===== config.mk =====
export PLATFORM = sky130hd
export DESIGN_NAME = val_lookup_cam
export DESIGN_NICKNAME = d
export VERILOG_FILES = /design/src/rtl/val_cam_pkg.sv /design/src/rtl/val_cam_prio.sv /design/src/rtl/val_cam_match.sv /design/src/rtl/val_cam_rr.sv /design/src/rtl/val_lookup_cam.sv
export SDC_FILE = /design/constraint.sdc
export NUM_CORES = 2
export LEC_CHECK = 0
export BUFFER_PORTS_ARGS = -buffer_cell sky130_fd_sc_hd__buf_2
export CORE_ASPECT_RATIO = 0.7
export CORE_UTILIZATION = 55
export DETAILED_ROUTE_END_ITERATION = 16
export MAX_ROUTING_LAYER = met4
export PLACE_DENSITY_LB_ADDON = 0.2
export RECOVER_POWER = 25
export SYNTH_ARGS = -nofsm -noshare
export SYNTH_HDL_FRONTEND = slang
export SYNTH_SLANG_ARGS = --single-unit
export TNS_END_PERCENT = 1

===== constraint.sdc =====
create_clock -name clk_i -period 5.4 [get_ports clk_i]
set_input_delay 0.27 -clock clk_i [delete_from_list [all_inputs] [get_ports clk_i]]
set_output_delay 0.27 -clock clk_i [all_outputs]
set_load 0.02 [all_outputs]

===== src/rtl/val_cam_pkg.sv =====
package val_cam_pkg;
  typedef enum logic [1:0] {
    ADD_NONE  = 2'd0,
    ADD_UPD   = 2'd1,
    ADD_FREE  = 2'd2,
    ADD_EVICT = 2'd3
  } add_kind_e;
endpackage


===== src/rtl/val_cam_prio.sv =====
module val_cam_prio #(
  parameter int N     = 16,
  localparam int IDX_W = (N > 1) ? $clog2(N) : 1
) (
  input  logic [N-1:0]     req_i,
  output logic             any_o,
  output logic [IDX_W-1:0] idx_o
);
  always_comb begin
    idx_o = '0;
    for (int i = N - 1; i >= 0; i--) begin
      if (req_i[i]) idx_o = IDX_W'(i);
    end
  end
  assign any_o = |req_i;
endmodule


===== src/rtl/val_cam_match.sv =====
module val_cam_match #(
  parameter int ENTRIES = 16,
  parameter int VAL_W   = 64
) (
  input  logic [ENTRIES-1:0]            vld_i,
  input  logic [ENTRIES-1:0][VAL_W-1:0] val_i,
  input  logic [VAL_W-1:0]              key_i,
  output logic [ENTRIES-1:0]            match_o
);
  for (genvar g = 0; g < ENTRIES; g++) begin : g_cmp
    assign match_o[g] = vld_i[g] && (val_i[g] == key_i);
  end
endmodule


===== src/rtl/val_cam_rr.sv =====
module val_cam_rr #(
  parameter int N     = 16,
  localparam int IDX_W = (N > 1) ? $clog2(N) : 1
) (
  input  logic             clk_i,
  input  logic             rst_ni,
  input  logic             adv_i,
  output logic [IDX_W-1:0] ptr_o
);
  always_ff @(posedge clk_i or negedge rst_ni) begin
    if (!rst_ni)    ptr_o <= '0;
    else if (adv_i) ptr_o <= (ptr_o == IDX_W'(N - 1)) ? '0 : ptr_o + 1'b1;
  end
endmodule


===== src/rtl/val_lookup_cam.sv =====
module val_lookup_cam #(
  parameter int VAL_W   = 64,
  parameter int ENTRIES = 16,
  parameter int TAG_W   = 7,
  localparam int IDX_W  = (ENTRIES > 1) ? $clog2(ENTRIES) : 1
) (
  input  logic             clk_i,
  input  logic             rst_ni,
  input  logic             lk_valid_i,
  input  logic [VAL_W-1:0] lk_value_i,
  output logic             lk_hit_o,
  output logic [TAG_W-1:0] lk_tag_o,
  output logic             lk_hit_q_o,
  output logic [TAG_W-1:0] lk_tag_q_o,
  input  logic             add_valid_i,
  input  logic [VAL_W-1:0] add_value_i,
  input  logic [TAG_W-1:0] add_tag_i,
  input  logic             inv_valid_i,
  input  logic [TAG_W-1:0] inv_tag_i
);
  import val_cam_pkg::*;

  logic [ENTRIES-1:0]            vld_q;
  logic [ENTRIES-1:0][VAL_W-1:0] val_q;
  logic [ENTRIES-1:0][TAG_W-1:0] tag_q;

  logic [ENTRIES-1:0] lk_match, inv_hit, vld_post_inv, add_match;
  logic               lk_any, upd_any, free_any;
  logic [IDX_W-1:0]   lk_idx, upd_idx, free_idx, rr_ptr, wr_idx;
  add_kind_e          add_kind;

  // lookup against pre-update state
  val_cam_match #(.ENTRIES(ENTRIES), .VAL_W(VAL_W)) u_lk_match (
    .vld_i(vld_q), .val_i(val_q), .key_i(lk_value_i), .match_o(lk_match)
  );
  val_cam_prio #(.N(ENTRIES)) u_lk_prio (
    .req_i(lk_match), .any_o(lk_any), .idx_o(lk_idx)
  );

  assign lk_hit_o = lk_valid_i && lk_any;
  assign lk_tag_o = lk_hit_o ? tag_q[lk_idx] : '0;

  for (genvar g = 0; g < ENTRIES; g++) begin : g_inv
    assign inv_hit[g] = inv_valid_i && vld_q[g] && (tag_q[g] == inv_tag_i);
  end
  assign vld_post_inv = vld_q & ~inv_hit;

  // add sees the table after this cycle's invalidate
  val_cam_match #(.ENTRIES(ENTRIES), .VAL_W(VAL_W)) u_add_match (
    .vld_i(vld_post_inv), .val_i(val_q), .key_i(add_value_i), .match_o(add_match)
  );
  val_cam_prio #(.N(ENTRIES)) u_upd_prio (
    .req_i(add_match), .any_o(upd_any), .idx_o(upd_idx)
  );
  val_cam_prio #(.N(ENTRIES)) u_free_prio (
    .req_i(~vld_post_inv), .any_o(free_any), .idx_o(free_idx)
  );

  always_comb begin
    if (!add_valid_i)  add_kind = ADD_NONE;
    else if (upd_any)  add_kind = ADD_UPD;
    else if (free_any) add_kind = ADD_FREE;
    else               add_kind = ADD_EVICT;
  end

  always_comb begin
    unique case (add_kind)
      ADD_UPD:  wr_idx = upd_idx;
      ADD_FREE: wr_idx = free_idx;
      default:  wr_idx = rr_ptr;
    endcase
  end

  val_cam_rr #(.N(ENTRIES)) u_rr (
    .clk_i(clk_i), .rst_ni(rst_ni), .adv_i(add_kind == ADD_EVICT), .ptr_o(rr_ptr)
  );

  always_ff @(posedge clk_i or negedge rst_ni) begin
    if (!rst_ni) begin
      vld_q <= '0;
      val_q <= '0;
      tag_q <= '0;
    end else begin
      vld_q <= vld_post_inv;
      if (add_kind != ADD_NONE) begin
        vld_q[wr_idx] <= 1'b1;
        val_q[wr_idx] <= add_value_i;
        tag_q[wr_idx] <= add_tag_i;
      end
    end
  end

  always_ff @(posedge clk_i or negedge rst_ni) begin
    if (!rst_ni) begin
      lk_hit_q_o <= 1'b0;
      lk_tag_q_o <= '0;
    end else begin
      lk_hit_q_o <= lk_hit_o;
      lk_tag_q_o <= lk_tag_o;
    end
  end
endmodule


==> metrics.md <==
| Metric | Value |
|---|---|
| Total track usage | 0.601 |
| Synthesis warning total | 0 |
| GRT overflow | 0 |
| Total of max-cap violations | 5 |
| First-pass GRT wire length | 529000 um |
| Sw Pwr | roughly 17 mW |
| Overall power | between 40 and 50 mW |
| Status | finished with violations |
| CP Class | reg -> out |
| Compound-Gate Fraction of Synth Area | 0.0337 |
| Row count | between 100 and 150 |
| FF+latch count, synth | around 1200 |
| Root Driver | clkbuf_16 |
| Source of the worst register-to-register timing path | val_q[978] |
| Asr flop ratio synth | 1.00 |
| Post-route cell area | 0.0853 mm2 |
| Clock sinks | 1164 |
| Share of cells above drive strength 1 | 0.281 |
| Largest net degree at the start of global routing | about 170 |
| Fin Setup TNS | -0.609 ns |
| Seq pwr share | 0.389 |
| Internal reg-to-reg setup slack | ~0.090 ns |
| Share of the synthesized area in the top cell type | 0.397 |
| Slowest stage cell, crit path | dfrtp_1 |
| Top cells by area, synth | dfrtp_1 40%, mux2_2 13%, xnor2_1 13%, xor2_1 10%, mux2_1 3.6% |
| Critical Path RT | 5.13 ns |
| Post-Layout Cell Count | just under 9000 |
| Initial antenna violation count | 33 |
| Pins Over Slew Limit | about 210 |
| Violated checks | capacitance limit, slew limit, setup timing |
| Crit path to | lk_tag_o[2] |
| Drt total wl | between 400000 and 500000 um |
| Die Span Y | just over 300 um |
| Syn nets | 6689 |
| Cells after Synth | ~6500 |
| Logic pwr share | 0.387 |
| Post-route ant nets | 0 |
| DR DRC count | 0 |
| Clock slew at reported path FFs | 0.06 ns |
| Maximum vdd drop | 0.380 mV |
| Arr. time, crit path | ~5.2 ns |
| Clock network power share | 0.224 |
| Skew final | about 0.042 ns |
| Worst flop-to-flop path endpoint | val_q[403] |
| CTS tree | built |
| Sequential area share after synthesis | 0.397 |
| Post-synthesis mux area share | 0.188 |
| H-tree level count | 3 |
| RSZ-0062 raised after global routing | true |
| CP max FO | 8 |
| Leak | between 30 and 40 nW |
| PwrDens | approximately 480 mW/mm2 |
| Vias in the first global route | between 60000 and 70000 |
| Initial Util | 0.557 |
| Nets | 7123 |
| Area Overhead vs Synth | 16.4% |
| CP startpoint kind | flip-flop |
| Simple-gate share of the synthesized area | 0.106 |
| Sw Ratio | 0.406 |
| Cells along the critical path | o21ai_0 -> nor4_1 -> nand3_1 -> nor4_1 -> buf_4 -> o311a_1 -> o211ai_1 -> a2bb2oi_4 -> buf_12 -> buf_4 -> mux2i_4 -> mux2i_1 -> buf_4 -> a22oi_1 -> o221ai_1 -> buf_2 |
| Critical Path Max Stage Delay | 0.71 ns |
| Cell Area, Synth | 0.0733 mm2 |
| Fmax | between 0.15 and 0.2 GHz |
| Final hold viol count | 0 |
| Int Power | 24.3 mW |
| Post-CTS setup buffers | 0 |
| Final Wtd Congestion | between 1 and 1.5 |
| Worst-Margin Slew | 3.83 ns |
| Clk buf depth | 3 |
| DRT iter0 DRCs | 12436 |
| Die area | ~0.13 mm2 |
| I/O Buffers | about 160 |
| HPWL after DPL | between 200000 and 300000 um |
| Area leader, netlist | dfrtp_1 |
| Hold Path Class | in -> reg |
| Largest family of logic cells by synthesized area | XOR/XNOR gates |
| Post-synth EDFFs | 0 |
| Dpl cell area | 0.0807 mm2 |
| Most frequent CP cell | buf_4 |
| Post-Synth Adder-Cell Area | 0.000171 |
| Final setup viols | 7 |
| Mapped Avg Cell Area | ~11 um2 |
| Clock latency on the worst-skew pair | approximately 0.81 ns |
| Drt via density | between 7 and 8 |
| Max-slew headroom | -1.56 |
| R2R cell count | 16 |
| Number of distinct library cells after synthesis | 85 |
| DIE WIDTH | between 400 and 500 um |
| Final core occ | 0.648 |
| DR WL/cell | about 45 um |
| Final period utilization | 1.02 |
| Cells after DPL | approximately 8600 |
| First-pass DRT Iterations | 11 |
| I/O pin total | around 160 |
| Core area | approximately 0.13 mm2 |
| Num CTS Buffers | ~120 |
| DR vias | 64389 |
| Final worst slack | -0.113 ns |
| Worst Hold Depth | 3 |
| Crit path capture type | output pin |
| Main synth FF type | dfrtp_1 |
| Crit path launch | vld_q[12] |
| Fin crit period | roughly 5.5 ns |
| XOR/XNOR share of the synthesized area | 0.231 |
[logic make-up (layout without fill, tap and decap cells)]
family / count (synthesis) / in the layout
flops: 1164 / 1164
mux: 1208 / 1208
buf+inv: 659 / 1186
other cells: 0 / 47
fa+ha+maj: 1 / 1
xor+xnor: 1930 / 1930
compound gates: 327 / 327
simple gates: 1252 / 1252
[layer usage]
metal,wire length (um),global-route usage
met5,0,-
met4,38100,0.445
met3,71100,0.327
met2,145000,0.723
met1,146000,0.737
[synthesized netlist by cell type (27+ instances only)]
cell type and n:
nand3_1 55, o2bb2ai_1 27, o21ai_0 33, nand4b_1 44, inv_1 117, mux2_1 235, mux2i_1 76, buf_2 235
buf_6 48, dfrtp_1 1164, xnor2_1 1062, nand4_1 382, mux2_2 828, nand2b_1 50, a21oi_1 27, xor2_1 868
or4_1 33, buf_1 35, nand2_1 79, o22ai_1 74, nor2_1 74, nor3_1 53, buf_4 28, mux2_4 69
nor4_1 354, clkbuf_1 188
[stage by stage]
| stage | hold WS [ns] | setup WS, ns |
|---|---|---|
| 6_report | 0.0358 | -0.113 |
| 5_1_grt | 0.00900 | -0.0414 |
| 4_1_cts | 0.00240 | 0.00391 |
| 3_5_place_dp | 0.354 | -0.189 |
| 3_3_place_gp | 0.349 | -0.234 |
| 2_1_floorplan | -0.0256 | 1.43 |
[placed cells by master, fill, tap and decap left out, types with 75 or more instances in the layout]
| cell type | netlist | layout |
|---|---|---|
| mux2_2 | 828 | 828 |
| mux2_1 | 235 | 235 |
| dfrtp_1 | 1164 | 1163 |
| nand4_1 | 382 | 382 |
| xnor2_1 | 1062 | 1061 |
| inv_1 | 117 | 117 |
| buf_2 | 235 | 151 |
| xor2_1 | 868 | 868 |
| buf_12 | 0 | 155 |
| clkbuf_16 | 0 | 120 |
| buf_4 | 28 | 512 |
| nand2_1 | 79 | 75 |
| nor4_1 | 354 | 344 |
[layout make-up]
| type | instances | area [um2] |
|---|---|---|
| fillers | 10155 | 46200 |
| multi-input cells | 4718 | 41300 |
| flip-flops and latches | 1164 | 29100 |
| repair buffers | 847 | 7890 |
| clock buffers | 169 | 3480 |
| well taps | 1751 | 2190 |
| clock inverters | 45 | 668 |
| inverters | 125 | 469 |
| diodes | 47 | 118 |
[what timing repair did]
item | in CTS | in global routing
hold endpoints to repair | 123 | 0
pin swaps | 1 | 2
gates resized for setup | 24 | 23
hold buffers | 9 | 0
endpoints found under the setup margin | 7 | 22
[power by group through the flow]
| stage | logic (mW) | registers [mW] | clock network (mW) |
|---|---|---|---|
| 6_report | 15.8 | 15.9 | 9.14 |
| 4_1_cts | 15.1 | 15.6 | 9.07 |
| 3_3_place_gp | 14.7 | 15.5 | 0 |
| 5_1_grt | 16.2 | 16.0 | 9.40 |
| 2_1_floorplan | 10.0 | 14.4 | 0 |
| 3_5_place_dp | 14.9 | 15.7 | 0 |
[worst min-delay path by stage]
stage / start / endpoint
2_1_floorplan: rst_ni / lk_hit_q_o
3_3_place_gp: rst_ni / tag_q[79]
3_5_place_dp: rst_ni / tag_q[80]
4_1_cts: add_value_i[42] / val_q[1002]
5_1_grt: add_value_i[55] / val_q[1015]
6_report: add_value_i[42] / val_q[1002]
[flip-flops by register name, indices dropped and copies added (netlist names)]
| name | count |
|---|---|
| vld_q | 16 |
| lk_tag_q_o | 7 |
| tag_q | 112 |
| u_rr.ptr_o | 4 |
| val_q | 1024 |
| lk_hit_q_o | 1 |
[worst max-delay path, delay by kind of cell, from the launching register on]
kind	cells	cell delay (ns)
buffers and inverters	5	1.00
AO/OA/AOI/OAI	6	1.34
AND/OR/NAND/NOR	3	0.92
multiplexers	2	0.48
flip-flops	1	0.71
No activity file was read; power rests on OpenSTA's default activity.
